<file path="config.mk">
export PLATFORM = sky130hd
export DESIGN_NAME = bootcs_ctrl
export DESIGN_NICKNAME = d
export VERILOG_FILES = /design/src/rtl/bootcs_pkg.sv /design/src/rtl/bootcs_cfg_reg.sv /design/src/rtl/bootcs_match.sv /design/src/rtl/bootcs_ctrl.sv
export SDC_FILE = /design/constraint.sdc
export NUM_CORES = 1
export LEC_CHECK = 0
export BUFFER_PORTS_ARGS = -buffer_cell sky130_fd_sc_hd__buf_2
export CORE_UTILIZATION = 45
export DETAILED_ROUTE_END_ITERATION = 8
export GPL_TIMING_DRIVEN = 0
export PLACE_DENSITY = 0.75
export SLEW_MARGIN = 20
export SYNTH_ARGS = -nofsm -noshare
export SYNTH_HDL_FRONTEND = slang
export SYNTH_SLANG_ARGS = --single-unit
</file>
<file path="constraint.sdc">
create_clock -name clk -period 1.2 [get_ports clk]
set_clock_uncertainty 0.2 [all_clocks]
set_input_delay 0.24 -clock clk [delete_from_list [all_inputs] [get_ports clk]]
set_output_delay 0.24 -clock clk [all_outputs]
set_load 0.005 [all_outputs]
</file>
<file path="src/rtl/bootcs_pkg.sv">
package bootcs_pkg;

    typedef enum logic {
        MODE_BOOT   = 1'b0,
        MODE_NORMAL = 1'b1
    } cs_mode_e;

    typedef struct packed {
        logic valid;
        logic wprot;
    } base_ctl_t;

endpackage

</file>
<file path="src/rtl/bootcs_cfg_reg.sv">
module bootcs_cfg_reg
    import bootcs_pkg::*;
#(
    parameter int ADDR_W  = 16,
    parameter int PSIZE_W = 2
) (
    input  logic               clk,
    input  logic               rst_n,
    input  logic [PSIZE_W-1:0] cfg_psize,
    input  logic               wr_base,
    input  logic               wr_opt,
    input  logic [ADDR_W+1:0]  wdata,
    output logic [ADDR_W-1:0]  base_addr,
    output base_ctl_t          base_ctl,
    output logic [ADDR_W-1:0]  opt_mask,
    output cs_mode_e           mode,
    output logic [PSIZE_W-1:0] psize
);

    localparam int WP_BIT = ADDR_W;
    localparam int VL_BIT = ADDR_W + 1;

    typedef struct packed {
        logic [ADDR_W-1:0]  base;
        base_ctl_t          ctl;
        logic [ADDR_W-1:0]  mask;
        cs_mode_e           mode;
        logic [PSIZE_W-1:0] psize;
    } cfg_state_t;

    cfg_state_t st_d, st_q;

    always_comb begin
        st_d = st_q;
        if (wr_base) begin
            st_d.base      = wdata[ADDR_W-1:0];
            st_d.ctl.wprot = wdata[WP_BIT];
            st_d.ctl.valid = wdata[VL_BIT];
        end
        if (wr_opt) begin
            st_d.mask = wdata[ADDR_W-1:0];
            st_d.mode = MODE_NORMAL;
        end
        if (!rst_n) begin
            st_d.base      = '0;
            st_d.ctl.wprot = 1'b0;
            st_d.ctl.valid = 1'b0;
            st_d.mask      = '0;
            st_d.mode      = MODE_BOOT;
            st_d.psize     = cfg_psize;
        end
    end

    always_ff @(posedge clk) begin
        st_q <= st_d;
    end

    assign base_addr = st_q.base;
    assign base_ctl  = st_q.ctl;
    assign opt_mask  = st_q.mask;
    assign mode      = st_q.mode;
    assign psize     = st_q.psize;

endmodule

</file>
<file path="src/rtl/bootcs_match.sv">
module bootcs_match
    import bootcs_pkg::*;
#(
    parameter int ADDR_W = 16
) (
    input  logic              boot,
    input  base_ctl_t         ctl,
    input  logic [ADDR_W-1:0] base_addr,
    input  logic [ADDR_W-1:0] mask,
    input  logic [ADDR_W-1:0] addr,
    input  logic              write,
    output logic              hit
);

    logic [ADDR_W-1:0] bit_ok;

    for (genvar i = 0; i < ADDR_W; i++) begin : g_bit
        assign bit_ok[i] = ~mask[i] | ~(addr[i] ^ base_addr[i]);
    end

    logic normal_hit;

    always_comb begin
        normal_hit = ctl.valid & &bit_ok & ~(write & ctl.wprot);
        hit        = boot | normal_hit;
    end

endmodule

</file>
<file path="src/rtl/bootcs_ctrl.sv">
module bootcs_ctrl
    import bootcs_pkg::*;
#(
    parameter int ADDR_W  = 16,
    parameter int PSIZE_W = 2
) (
    input  logic               clk,
    input  logic               rst_n,
    input  logic [PSIZE_W-1:0] cfg_psize_i,
    input  logic               reg_wr_base_i,
    input  logic               reg_wr_opt_i,
    input  logic [ADDR_W+1:0]  reg_wdata_i,
    input  logic               acc_valid_i,
    input  logic               acc_write_i,
    input  logic [ADDR_W-1:0]  acc_addr_i,
    output logic               cs0_o,
    output logic [PSIZE_W-1:0] port_size_o,
    output logic               boot_mode_o
);

    logic [ADDR_W-1:0] base_addr;
    logic [ADDR_W-1:0] opt_mask;
    base_ctl_t         base_ctl;
    cs_mode_e          mode;
    logic              boot;
    logic              hit;

    bootcs_cfg_reg #(
        .ADDR_W (ADDR_W),
        .PSIZE_W(PSIZE_W)
    ) u_cfg (
        .clk      (clk),
        .rst_n    (rst_n),
        .cfg_psize(cfg_psize_i),
        .wr_base  (reg_wr_base_i),
        .wr_opt   (reg_wr_opt_i),
        .wdata    (reg_wdata_i),
        .base_addr(base_addr),
        .base_ctl (base_ctl),
        .opt_mask (opt_mask),
        .mode     (mode),
        .psize    (port_size_o)
    );

    assign boot = (mode == MODE_BOOT);

    bootcs_match #(
        .ADDR_W(ADDR_W)
    ) u_match (
        .boot     (boot),
        .ctl      (base_ctl),
        .base_addr(base_addr),
        .mask     (opt_mask),
        .addr     (acc_addr_i),
        .write    (acc_write_i),
        .hit      (hit)
    );

    typedef struct packed {
        logic cs;
    } out_state_t;

    out_state_t out_d, out_q;

    always_comb begin
        out_d    = out_q;
        out_d.cs = rst_n & acc_valid_i & hit;
    end

    always_ff @(posedge clk) begin
        out_q <= out_d;
    end

    assign cs0_o       = out_q.cs;
    assign boot_mode_o = boot;

endmodule

</file>
Word level (Yosys, flattened, before mapping)
Cells that the tools add are included.
{"block": "totals", "regBits": 38, "latch_bits": 0, "ramBits": 0, "romBits": 0, "output_inout_bits": 4, "elab_cells": 80, "memories": 0}
{"block": "op_classes", "addsub": 0, "multipliers": 0, "div": 0, "magnitude_cmp": 0, "eq_ne": 0, "shifts": 0, "muxes": 0, "bitwise": 72, "n_reduce_logical": 1}
{"cell": "NOT 1 bit", "n": 34}
{"cell": "OR 1 bit", "n": 17}
{"cell": "AND reduction 16 bit", "n": 1}
{"cell": "bitwise XOR 1 bit", "n": 16}
{"cell": "AND 1 bit", "n": 5}

Longest topological paths before layout
Gate-level depths: netlist of the first run.
{"block": "depth", "word_depth": 8, "depth_mapped": 4, "ltp_nobuf": 4}

Cells and area by module
From an unflattened synthesis of the first run, not the netlist that was laid out.
{"block": "unflattened", "hier_cells": 146, "area_unflattened_um2": 1585.3}
{"mod": "bootcs_cfg_reg", "instances": 1, "cells_per_inst": 115, "area_per_inst_um2": 1317.5, "seq_area_each_um2": 760.7}
{"mod": "bootcs_match", "instances": 1, "cells_per_inst": 28, "area_per_inst_um2": 237.7, "seq_area_each_um2": 0.0}
{"mod": "bootcs_ctrl", "instances": 1, "cells_per_inst": 3, "area_per_inst_um2": 30.0, "seq_area_each_um2": 20.0}

Least setup slack after synthesis of the first run
No wires, ideal clock.
{"block": "synth_timing", "kind": "register to register", "from": "reg u_cfg.st_q (netlist bit u_cfg.base_addr[14])", "to": "reg out_q (netlist: cs0_o)", "setup_ns": 0.084, "arrival_ns": 1.041, "path_slack_ns": -0.125, "path_stages_with_launch": 5, "n_path_buf": 0, "synth_period_minus_slack_ns": 1.325, "path_cell_list": "dfxtp_1 xor2_1 a222oi_1 inv_1 o31ai_2"}
{"block": "synth_via", "elab_chain_cells": 8}
{"item": "start, declared", "line_no": "bootcs_cfg_reg.sv:31", "text": "cfg_state_t st_d, st_q;"}
{"item": "start signal, assigned", "line_no": "bootcs_cfg_reg.sv:55", "text": "st_q <= st_d;"}
{"item": "bitwise XOR 1 bit", "line_no": "bootcs_match.sv:18", "text": "assign bit_ok[i] = ~mask[i] | ~(addr[i] ^ base_addr[i]);"}
{"item": "NOT 1 bit", "line_no": "bootcs_match.sv:18"}
{"item": "OR 1 bit", "line_no": "bootcs_match.sv:18"}
{"item": "AND reduction 16 bit", "line_no": "bootcs_match.sv:24", "text": "normal_hit = ctl.valid & &bit_ok & ~(write & ctl.wprot);"}
{"item": "AND 1 bit (2 in series)", "line_no": "bootcs_match.sv:24"}
{"item": "OR 1 bit", "line_no": "bootcs_match.sv:25", "text": "hit = boot | normal_hit;"}
{"item": "AND 1 bit", "line_no": "bootcs_ctrl.sv:67", "text": "out_d.cs = rst_n & acc_valid_i & hit;"}
{"item": "via out_d", "line_no": "bootcs_ctrl.sv:63", "text": "out_state_t out_d, out_q;"}
{"item": "end signal, assigned", "line_no": "bootcs_ctrl.sv:71", "text": "out_q <= out_d;"}
{"item": "end, declared", "line_no": "bootcs_ctrl.sv:63"}
The timed path passes the listed nets, and every way through them passes these cells.
A chain may end at the register's enable or synchronous reset.

Worst setup path in the final report of the first run
{"block": "layout_timing", "from": "reg u_cfg.st_q (netlist bit u_cfg.base_addr[2])", "to": "reg out_q (netlist: cs0_o)"}
Same word-level chain as after synthesis.

==> impl_results.md, run 1 <==
* Crit path kind: reg2reg
* Yosys warning total at 0
* Max-Cap Viols at 0
* RSZ-0062 raised after global routing: true
* Final RePlAce weighted congestion at 0.7383
* Core area at 3153 µm²
* Die area at 3672 µm²
* Worst-skew pair later-pin latency at 0.35 ns
* Sw power at 0.6196 mW
* Syn Inst Count at 148
* Final std cells w/o fill at 266
* Fin. Hold Viols at 0
* Initial core utilization at 49.01%
* Final setup viols at 5
* TritonCTS Buffers at 5
* Critical Path RT at 1.27 ns
* CTS sink count at 38
* Post-synth EDFFs at 2
* Via/cell ratio at 4.820
* Period minus WS final at 1.338 ns
* WHS Path Cells at 3
* Post-route ant nets at 0
* Area leader, netlist: dfxtp_1
* Crit start category: flop
* Post-Place Cells at 235
* Register area share after synthesis at 50.53%
* Tightest Pin Transition at 0.5157 ns
* Area share of the leading cell type in the synthesized netlist at 46.64%
* Sw Share at 25.04%
* Synth Register Bits at 38
* DP Wirelength at 2.322 mm
* DIE HEIGHT at 60.60 µm
* Grt ovf at 0
* CTS tree: built
* Final number of max-transition violations at 0
* Slew margin rel. at 65.62%
* Pwr/cell area at 1167 nW/µm²
* ANT cells at 0
* Largest cells by area after synthesis: dfxtp_1, mux2i_1, xor2_1, nor2_1, edfxtp_1
* Synth Cell Area at 1545 µm²
* Fmax at 0.7476 GHz
* Final #Nets at 263
* CP peak stage delay at 0.34 ns
* Largest net degree at the start of global routing at 12
* Setup slack after layout at -0.1376 ns
* Leakage at 1.038 nW
* Worst reg2reg path depth at 4
* Yosys cell types at 17
* Status: finished with violations
* Std cell rows at 20
* Synth top cells by count: dfxtp_1, nor2_1, mux2i_1, xor2_1, a22oi_1
* DRT Wirelength at 3.459 mm
* Num ports at 46
* H-Tree Depth at 2
* Asr flop ratio synth at 0%
* Max VDD drop at 0.8457 mV
* Slowest cell on crit path: dfxtp_2
* Chip Width at 60.60 µm
* FF-to-FF Start: u_cfg.base_addr[2]$_SDFFE_PN0P_
* Drt first pass iters at 5
* # port buffers at 43
* Initial antenna violation count at 0
* Reg-to-reg slack, setup at -0.14 ns
* Final cycle utilization of the critical path at 111.5%
* Comb power frac at 16.0%
* Critical path cell sequence: xor2_1 -> a22oi_1 -> nand4_1 -> o31ai_2
* Drc violations at 0
* Vias in the first global route at 1339
* Sequential share of power at 56.3%
* Area Overhead vs Synth at 37.17%
* Failing checks: setup timing
* CP Max Fanout at 2
* Avg Inst Size Synth at 10.44 µm²
* Global-route wire length before repair at 5.554 mm
* CTS Buffer Depth at 2
* DRT iter0 DRCs at 60
* Critical Path End Type: flop
* Drt wl/cell at 13.00 µm
* Total Power Consumption at 2.474 mW
* Crit. Startpoint: u_cfg.base_addr[2]$_SDFFE_PN0P_
* Post-layout util at 67.22%
* Worst r2r dst: cs0_o$_DFF_P_
* Worst endpoint data arrival time at 1.40 ns
* Total track usage at 20.73%
* Clock power share at 27.7%
* Clock Pin Slew Worst Setup and Hold Paths at 0.11 ns
* Syn Nets at 190
* Via Count at 1282
* Share of cells above drive strength 1 at 28.83%
* Top_reg_cell synth: dfxtp_1
* Root Driver: clkbuf_4
* Cell Int Power at 1.855 mW
* Worst min-delay path class: in2reg
* Worst setup path end: cs0_o$_DFF_P_
-- cell type report --
class                   count  area (µm²)
well taps                  44       55.05
clock inverters             1       5.005
flip-flops and latches     38       788.3
plain buffers               7       45.04
multi-input cells         100       716.9
repair buffers             66       442.9
clock buffers               7       55.05
fillers                   264        1033
inverters                   3       11.26
-- layer usage --
metal | track usage, % | part of all wire [%]
met1 | 24.00 | 45
met3 | 5.970 | 4.7
met5 | 0 | 0
met2 | 37.21 | 50
met4 | 5.844 | 1.1
-- worst min path at each step --
stage                    from  slack [ns]                              end
2_1_floorplan  cfg_psize_i[0]        0.14         u_cfg.psize[0]$_DFFE_PN_
3_3_place_gp   cfg_psize_i[0]        0.22         u_cfg.psize[0]$_DFFE_PN_
3_5_place_dp   cfg_psize_i[1]        0.22         u_cfg.psize[1]$_DFFE_PN_
4_1_cts                 rst_n        0.06  u_cfg.base_addr[2]$_SDFFE_PN0P_
5_1_grt                 rst_n        0.09  u_cfg.base_addr[3]$_SDFFE_PN0P_
6_report                rst_n        0.08  u_cfg.base_addr[2]$_SDFFE_PN0P_
-- flip-flops by register name, indices dropped and copies added, names as in the netlist --
| name | flops |
|---|---|
| u_cfg.base_ctl | 2 |
| u_cfg.base_addr | 16 |
| u_cfg.mode | 1 |
| cs0_o | 1 |
| u_cfg.opt_mask | 16 |
| u_cfg.psize | 2 |
-- cell usage in the layout, fill, tap and decap left out --
cell type,count
mux2i_1,34
buf_2,45
dlygate4sd3_1,22
clkbuf_1,3
nor2_1,36
dfxtp_1,30
dfxtp_2,6
a22oi_1,6
nand2_1,2
o31ai_2,1
clkinv_1,1
clkbuf_2,1
inv_1,1
nand4_1,2
clkbuf_8,1
xor2_1,16
buf_4,1
edfxtp_1,2
a222oi_1,1
and4_1,1
inv_2,1
buf_6,2
clkinv_2,1
nand3_1,1
clkbuf_4,5
-- metrics by stage --
stage / hold WS [ns] / setup WS (ns) / setup TNS (ns) / cell area, µm²
2_1_floorplan: 0.1389 / -0.03570 / -0.03570 / 1554
3_3_place_gp: 0.2163 / -0.3318 / -5.982 / 1824
3_5_place_dp: 0.2188 / -0.3383 / -6.256 / 1824
4_1_cts: 0.05764 / -0.1386 / -0.4076 / 2111
5_1_grt: 0.09181 / -0.2038 / -0.6146 / 2120
6_report: 0.07694 / -0.1376 / -0.3666 / 2120
-- power groups by stage --
stage	Clock, mW	Sequential, mW	Combinational, mW
after global placement	0	1.42	0.323
after detailed placement	0	1.42	0.333
after floorplan	0	1.41	0.205
final	0.685	1.39	0.395
after CTS	0.702	1.39	0.390
after global routing	0.748	1.40	0.433
-- worst max-delay path, delay by kind of cell (launching register included) --
family	cells	cell delay [ns]
AO/OA/AOI/OAI	2	0.44
XOR/XNOR	1	0.13
flip-flops	1	0.34
AND/OR/NAND/NOR	1	0.15
-- logic make-up (layout without fill, tap and decap cells) --
family                    Yosys count  in the layout  share of synthesized area [%]
muxes                              34             34                          22.02
xor gates and xnor gates           16             16                          9.069
buffers and inverters              10             84                          3.077
and+or+nand+nor                    42             42                          10.93
DFF                                38             38                          50.53
AOI/OAI and AO/OA                   8              8                          4.372
-- repair_timing --
action	4_1_cts	5_1_grt
pin swaps	9	0
setup endpoints to repair	5	7
hold buffers	22	0
gates resized for setup	6	2
hold endpoints to repair	37	0
setup buffers	0	1
Power figures use the tool's default switching activity.
==> run 2, diff against run 1 <==
--- a/config.mk
+++ b/config.mk
@@ -6,10 +6,10 @@
 export NUM_CORES = 1
 export LEC_CHECK = 0
 export BUFFER_PORTS_ARGS = -buffer_cell sky130_fd_sc_hd__buf_2
-export CORE_UTILIZATION = 45
+export CORE_UTILIZATION = 25
 export DETAILED_ROUTE_END_ITERATION = 8
 export GPL_TIMING_DRIVEN = 0
-export PLACE_DENSITY = 0.75
+export PLACE_DENSITY = 0.46
 export SLEW_MARGIN = 20
 export SYNTH_ARGS = -nofsm -noshare
 export SYNTH_HDL_FRONTEND = slang
==> constraint.sdc (replaced) <==
create_clock -name clk -period 1.7 [get_ports clk]
set_clock_uncertainty 0.2 [all_clocks]
set_input_delay 0.34 -clock clk [delete_from_list [all_inputs] [get_ports clk]]
set_output_delay 0.34 -clock clk [all_outputs]
set_load 0.005 [all_outputs]
==> run 2 against run 1 <==
Against the previous run:
- the run now ends clean
- hold slack worse by 0.061 ns
- combinational power is 41% lower
- highest routed layer unchanged
- fmax is 4.8% lower
- non-clock buffer count is 23 lower
- critical endpoint unchanged
==> impl_results.md, run 2 (synthesized netlist as in run 1, its figures left out) <==
* Post-CTS Hold Fix Bufs at 0 (-100%)
* Initial antenna violation count at 0 (unchanged)
* Final cycle utilization of the critical path at 82.66% (-29 points)
* Worst r2r dst: cs0_o$_DFF_P_
* Final #Nets at 240 (-8.7%)
* Area Overhead vs Synth at 27.53%
* FF-to-FF Start: u_cfg.base_addr[14]$_SDFFE_PN0P_
* Status: complete, no violations
* CP Max Fanout at 2 (unchanged)
* Chip Width at 80.62 µm (+33%)
* Post-CTS Setup Repair Bufs at 0 (unchanged)
* RSZ-0062 raised after global routing: false
* Share of cells above drive strength 1 at 27.64% (-1.2 points)
* Multi-input gate area at 716.9 µm² (unchanged)
* Met1 usage at 15.15% (-8.8 points)
* Num ports at 46 (unchanged)
* Worst reg2reg path depth at 4 (unchanged)
* Slowest cell on crit path: dfxtp_1
* Via Count at 1157 (-9.8%)
* Drc violations at 0 (unchanged)
* Largest net degree at the start of global routing at 13 (+1)
* Leakage at 0.9608 nW (-7.4%)
* DIE HEIGHT at 80.62 µm (+33%)
* CP peak stage delay at 0.32 ns (-0.02 ns)
* Drt first pass iters at 4 (-1)
* Fin. Hold Viols at 0 (unchanged)
* Hold Path Origin: cfg_psize_i[0]
* Initial core utilization at 25.95% (-23 points)
* Vias in the first global route at 1124 (-16%)
* CTS sink count at 38 (unchanged)
* DRT iter0 DRCs at 52 (-13%)
* Gr busiest metal: met2
* GR Util met2 at 17.71% (-19 points)
* Critical Path RT at 1.72 ns (+0.45 ns)
* Hold path endpoint: u_cfg.psize[0]$_DFFE_PN_
* Tightest Pin Transition at 0.5955 ns (+0.07972 ns)
* Max VDD drop at 0.3350 mV (-60%)
* # port buffers at 43 (unchanged)
* Pwr/cell area at 1024 nW/µm² (-12%)
* Final setup viols at 0 (-5)
* Die area at 6500 µm² (+77%)
* Crit start category: flop
* Post-layout util at 33.09% (-34 points)
* Fill cells at 659 (+150%)
* Worst min-delay path class: in2reg
* ANT cells at 0 (unchanged)
* TritonCTS Buffers at 5 (unchanged)
* Reg-to-reg slack, setup at 0.29 ns (+0.43 ns)
* Slew margin rel. at 60.30% (-5.3 points)
* Drt wl/cell at 12.71 µm (-2.2%)
* Critical path cell sequence: xor2_1 -> a222oi_1 -> inv_1 -> o31ai_2
* Crit. Startpoint: u_cfg.base_addr[14]$_SDFFE_PN0P_
* Post-route ant nets at 0 (unchanged)
* Fmax at 0.7116 GHz (-4.8%)
* Period minus WS final at 1.405 ns (+0.06769 ns)
* DP Wirelength at 2.550 mm (+9.8%)
* Max-Cap Viols at 0 (unchanged)
* Final RePlAce weighted congestion at 0.7012 (-5.0%)
* H-Tree Depth at 2 (unchanged)
* Most frequent cells in the layout: buf_2, nor2_1, dfxtp_1
* CTS Buffer Depth at 2 (unchanged)
* Global-route wire length before repair at 5.423 mm (-2.4%)
* CTS tree: built
* Final number of max-transition violations at 0 (unchanged)
* Core area at 5956 µm² (+89%)
* FF/Latch Area at 780.7 µm² (-0.95%)
* Setup TNS at 0 ns (+0.3666 ns)
* Most common cell after layout, fill and taps aside: buf_2
* Std cell rows at 28 (+40%)
* Grt ovf at 0 (unchanged)
* Met3 Use GR at 3.636% (-2.3 points)
* Root Driver: clkbuf_8
* Via/cell ratio at 4.223 (-12%)
* Resize count post-CTS at 0 (-6)
* Critical Path End Type: flop
* Worst endpoint data arrival time at 1.43 ns (+0.03 ns)
* Crit path kind: reg2reg
* Worst-skew pair later-pin latency at 0.30 ns (-0.05 ns)
* WHS Path Cells at 1 (-2)
* Clock Pin Slew Worst Setup and Hold Paths at 0.08 ns (-0.03 ns)
* DRT Wirelength at 3.483 mm (+0.69%)
* Total track usage at 11.81% (-8.9 points)
run 2: metal layers:
layer  routed length (µm)  up-vias  share of wire [%]
met3                  281        7                8.1
met4                   59        0                1.7
met2                 1453       40                 42
met5                    0        -                  0
met1                 1688      508                 48
li1                     -      602                  -
run 2: layout make-up:
cell class	instances	share of cell area, %
clock buffer	7	4.381
inverter	3	0.5714
clock inverter	1	1.524
buffer	7	1.841
sequential	38	39.62
multi-input combinational	100	36.38
timing repair buffer	43	10.92
tap	75	4.762
run 2: stage by stage:
step / cell area, µm² / setup WS, ns / std cells / hold WS (ns) / total power [mW]
after global routing: 1971 / 0.2603 / 274 / 0.009700 / 2.100
after detailed placement: 1854 / 0.03454 / 266 / 0.2596 / 1.242
after CTS: 1971 / 0.2878 / 274 / 0.007782 / 2.054
after global placement: 1854 / 0.02446 / 266 / 0.2488 / 1.240
after floorplan: 1545 / 0.3526 / 148 / 0.2344 / 1.139
final: 1971 / 0.2947 / 274 / 0.01618 / 2.017
run 2: how the worst max path moves through the flow:
| stage | to | slack (ns) |
|---|---|---|
| floorplan | cs0_o$_DFF_P_ | 0.35 |
| CTS | cs0_o$_DFF_P_ | 0.29 |
| global route | cs0_o$_DFF_P_ | 0.26 |
| global placement | u_cfg.psize[0]$_DFFE_PN_ | 0.02 |
| finish | cs0_o$_DFF_P_ | 0.29 |
| detailed placement | u_cfg.psize[0]$_DFFE_PN_ | 0.03 |
run 2: where the power goes:
group | internal (mW) | total, mW | switching [mW]
registers | 0.953 | 0.980 | 0.0273
logic | 0.118 | 0.235 | 0.118
clock network | 0.478 | 0.802 | 0.324
run 2: critical path, delay by kind of cell (launching register included):
family | cells | cell delay, ns
compound gates | 2 | 0.55
xor+xnor | 1 | 0.15
buf+inv | 1 | 0.11
flops | 1 | 0.32
==> run 3, diff against run 2 <==
==> constraint.sdc (replaced) <==
create_clock -name clk -period 1.39 [get_ports clk]
set_clock_uncertainty 0.2 [all_clocks]
set_input_delay 0.278 -clock clk [delete_from_list [all_inputs] [get_ports clk]]
set_output_delay 0.278 -clock clk [all_outputs]
set_load 0.005 [all_outputs]
==> run 3 against run 2 <==
Against the previous run:
- routed wire length is essentially flat
- sequential power grew 22%
- sequential cell count is the same
- combinational power grew 25%
- first-iteration DRC count shrank 19%
- register-to-register slack lost 0.29 ns
==> impl_results.md, run 3 (synthesized netlist as in run 1, its figures left out) <==
* Status: complete, no violations
* Core area at 5956 µm² (unchanged)
* Final std cells w/o fill at 276 (+0.73%)
* Final setup viols at 0 (unchanged)
* Grt ovf at 0 (unchanged)
* Leakage at 0.9698 nW (+0.93%)
* Num ports at 46 (unchanged)
* DIE HEIGHT at 80.62 µm (unchanged)
* Most common cell after layout, fill and taps aside: buf_2
* Global-route wire length before repair at 5.423 mm (unchanged)
* H-Tree Depth at 2 (unchanged)
* Fin. Hold Viols at 0 (unchanged)
* Std cell rows at 28 (unchanged)
* Clock Pin Slew Worst Setup and Hold Paths at 0.08 ns (about the same)
* Critical path cell sequence: xor2_1 -> a222oi_1 -> inv_1 -> o31ai_2
* Drc violations at 0 (unchanged)
* Crit start category: flop
* Initial core utilization at 25.95% (unchanged)
* CP Max Fanout at 2 (unchanged)
* Multi-input gate area at 721.9 µm² (+0.70%)
* Via Count at 1140 (-1.5%)
* Chip Width at 80.62 µm (unchanged)
* Comb power frac at 11.9% (+0.2 points)
* WP buf/inv at 1 (unchanged)
* Cell family with most CP delay: compound AO/OA/AOI/OAI gates
* Final #Nets at 242 (+0.83%)
* Slowest cell on crit path: dfxtp_2
* Tightest Pin Transition at 0.5687 ns (-0.02673 ns)
* DRT iter0 DRCs at 42 (-19%)
* Final cycle utilization of the critical path at 99.45% (+17 points)
* DP Wirelength at 2.550 mm (unchanged)
* Worst endpoint data arrival time at 1.40 ns (-0.03 ns)
* Drt wl/cell at 12.61 µm (-0.81%)
* Cell Int Power at 1.899 mW (+23%)
* Setup Slack @ Placement at -0.2135 ns (-0.2480 ns)
* Initial antenna violation count at 0 (unchanged)
* CTS sink count at 38 (unchanged)
* CTS Buffer Depth at 2 (unchanged)
* Post-Place Cells at 266 (unchanged)
* TritonCTS Buffers at 5 (unchanged)
* Final RePlAce weighted congestion at 0.7012 (unchanged)
* Vias in the first global route at 1124 (unchanged)
* ANT cells at 0 (unchanged)
* Clock power share at 39.5% (-0.3 points)
* CTS tree: built
* Total track usage at 11.81% (unchanged)
* Setup slack after layout at 0.007635 ns (-0.2871 ns)
* Sw Share at 23.04% (-0.20 points)
* RSZ-0062 raised after global routing: true
* Sequential share of power at 48.6% (about the same)
* Die area at 6500 µm² (unchanged)
* Worst min-delay path class: in2reg
* Max VDD drop at 0.4094 mV (+22%)
* Drt first pass iters at 4 (unchanged)
* Pwr/cell area at 1236 nW/µm² (+21%)
* Via/cell ratio at 4.130 (-2.2%)
* Final number of max-transition violations at 0 (unchanged)
* Share of cells above drive strength 1 at 28.36% (+0.72 points)
* Worst-skew pair later-pin latency at 0.29 ns (about the same)
* Slew margin rel. at 62.08% (+1.8 points)
* Critical Path End Type: flop
* Period minus WS final at 1.382 ns (-0.02294 ns)
* Post-layout util at 33.53% (+0.44 points)
* Largest net degree at the start of global routing at 13 (unchanged)
* FF/Latch Area at 782.0 µm² (+0.16%)
* Fmax at 0.7234 GHz (+1.7%)
* Setup TNS at 0 ns (unchanged)
* Most frequent cells in the layout: buf_2, nor2_1, dfxtp_1
* CP peak stage delay at 0.33 ns (about the same)
* Fill cells at 660 (+0.15%)
* Post-route ant nets at 0 (unchanged)
* Total Power Consumption at 2.468 mW (+22%)
* Sw power at 0.5686 mW (+21%)
* DRT Wirelength at 3.480 mm (about the same)
* Crit path kind: reg2reg
* Max-Cap Viols at 0 (unchanged)
* Root Driver: clkbuf_8
* # port buffers at 43 (unchanged)
* Area Overhead vs Synth at 29.23%
* Critical Path RT at 1.41 ns (-0.31 ns)
==> run 3: cell count changes in the layout (fill, tap and decap cells not counted) <==
cell	previous run	this run
a22oi_1	6	5
a22oi_2	0	1
dfxtp_1	36	35
dfxtp_2	0	1
dlygate4sd3_1	0	2
==> run 3: power groups by stage <==
stage | clock network (mW) | logic [mW] | registers, mW
global placement | 0 | 0.293 | 1.22
detailed placement | 0 | 0.294 | 1.22
floorplan | 0 | 0.175 | 1.22
global route | 1.04 | 0.330 | 1.21
finish | 0.975 | 0.293 | 1.20
CTS | 1.02 | 0.300 | 1.20
==> run 3: area by class of cell <==
cell class	count	area share [%]
sequential	38	39.16
clock buffer	7	4.323
inverter	3	0.5639
multi-input combinational	100	36.15
clock inverter	1	1.504
tap	75	4.699
timing repair buffer	45	11.78
buffer	7	1.817
==> run 3: path summary, 6_finish.rpt <==
kind | slack [ns] | cells past startpoint | end | from
setup reg to reg | 0.008 | 4 | cs0_o$_DFF_P_ | u_cfg.base_addr[14]$_SDFFE_PN0P_
setup / recovery | 0.008 | 4 | cs0_o$_DFF_P_ | u_cfg.base_addr[14]$_SDFFE_PN0P_
hold reg to reg | 0.28 | 2 | u_cfg.mode$_SDFFE_PN0P_ | u_cfg.mode$_SDFFE_PN0P_
hold / removal | 0.02 | 3 | u_cfg.base_ctl[0]$_SDFFE_PN0P_ | reg_wdata_i[16]
==> run 3: repair_timing <==
action | in CTS | in global routing
endpoints found under the setup margin | 1 | 1
hold buffers | 2 | 0
setup buffers | 0 | 0
pin swaps | 1 | 2
hold endpoints to repair | 2 | 0
gates resized for setup | 1 | 1
==> run 3: stage by stage <==
step                hold slack [ns]  cell area, µm²
finish                      0.02091            1997
global route                0.02077            1997
CTS                         0.01351            1992
detailed placement           0.2596            1854
global placement             0.2488            1854
floorplan                    0.1769            1545
==> run 3: metal layers <==
metal  share of wire [%]  vias to the layer above  global-route usage, %
met5                   0                        -                      0
li1                    -                      606                      -
met4                 1.2                        0                  5.893
met1                  49                      491                  15.15
met3                 7.1                        6                  3.636
met2                  42                       37                  17.71
==> run 3: worst register-to-register path: stages (launching register included) <==
cell and delay, ns:
dfxtp_2 0.33, xor2_1 0.15, a222oi_1 0.30, inv_1 0.10, o31ai_2 0.23
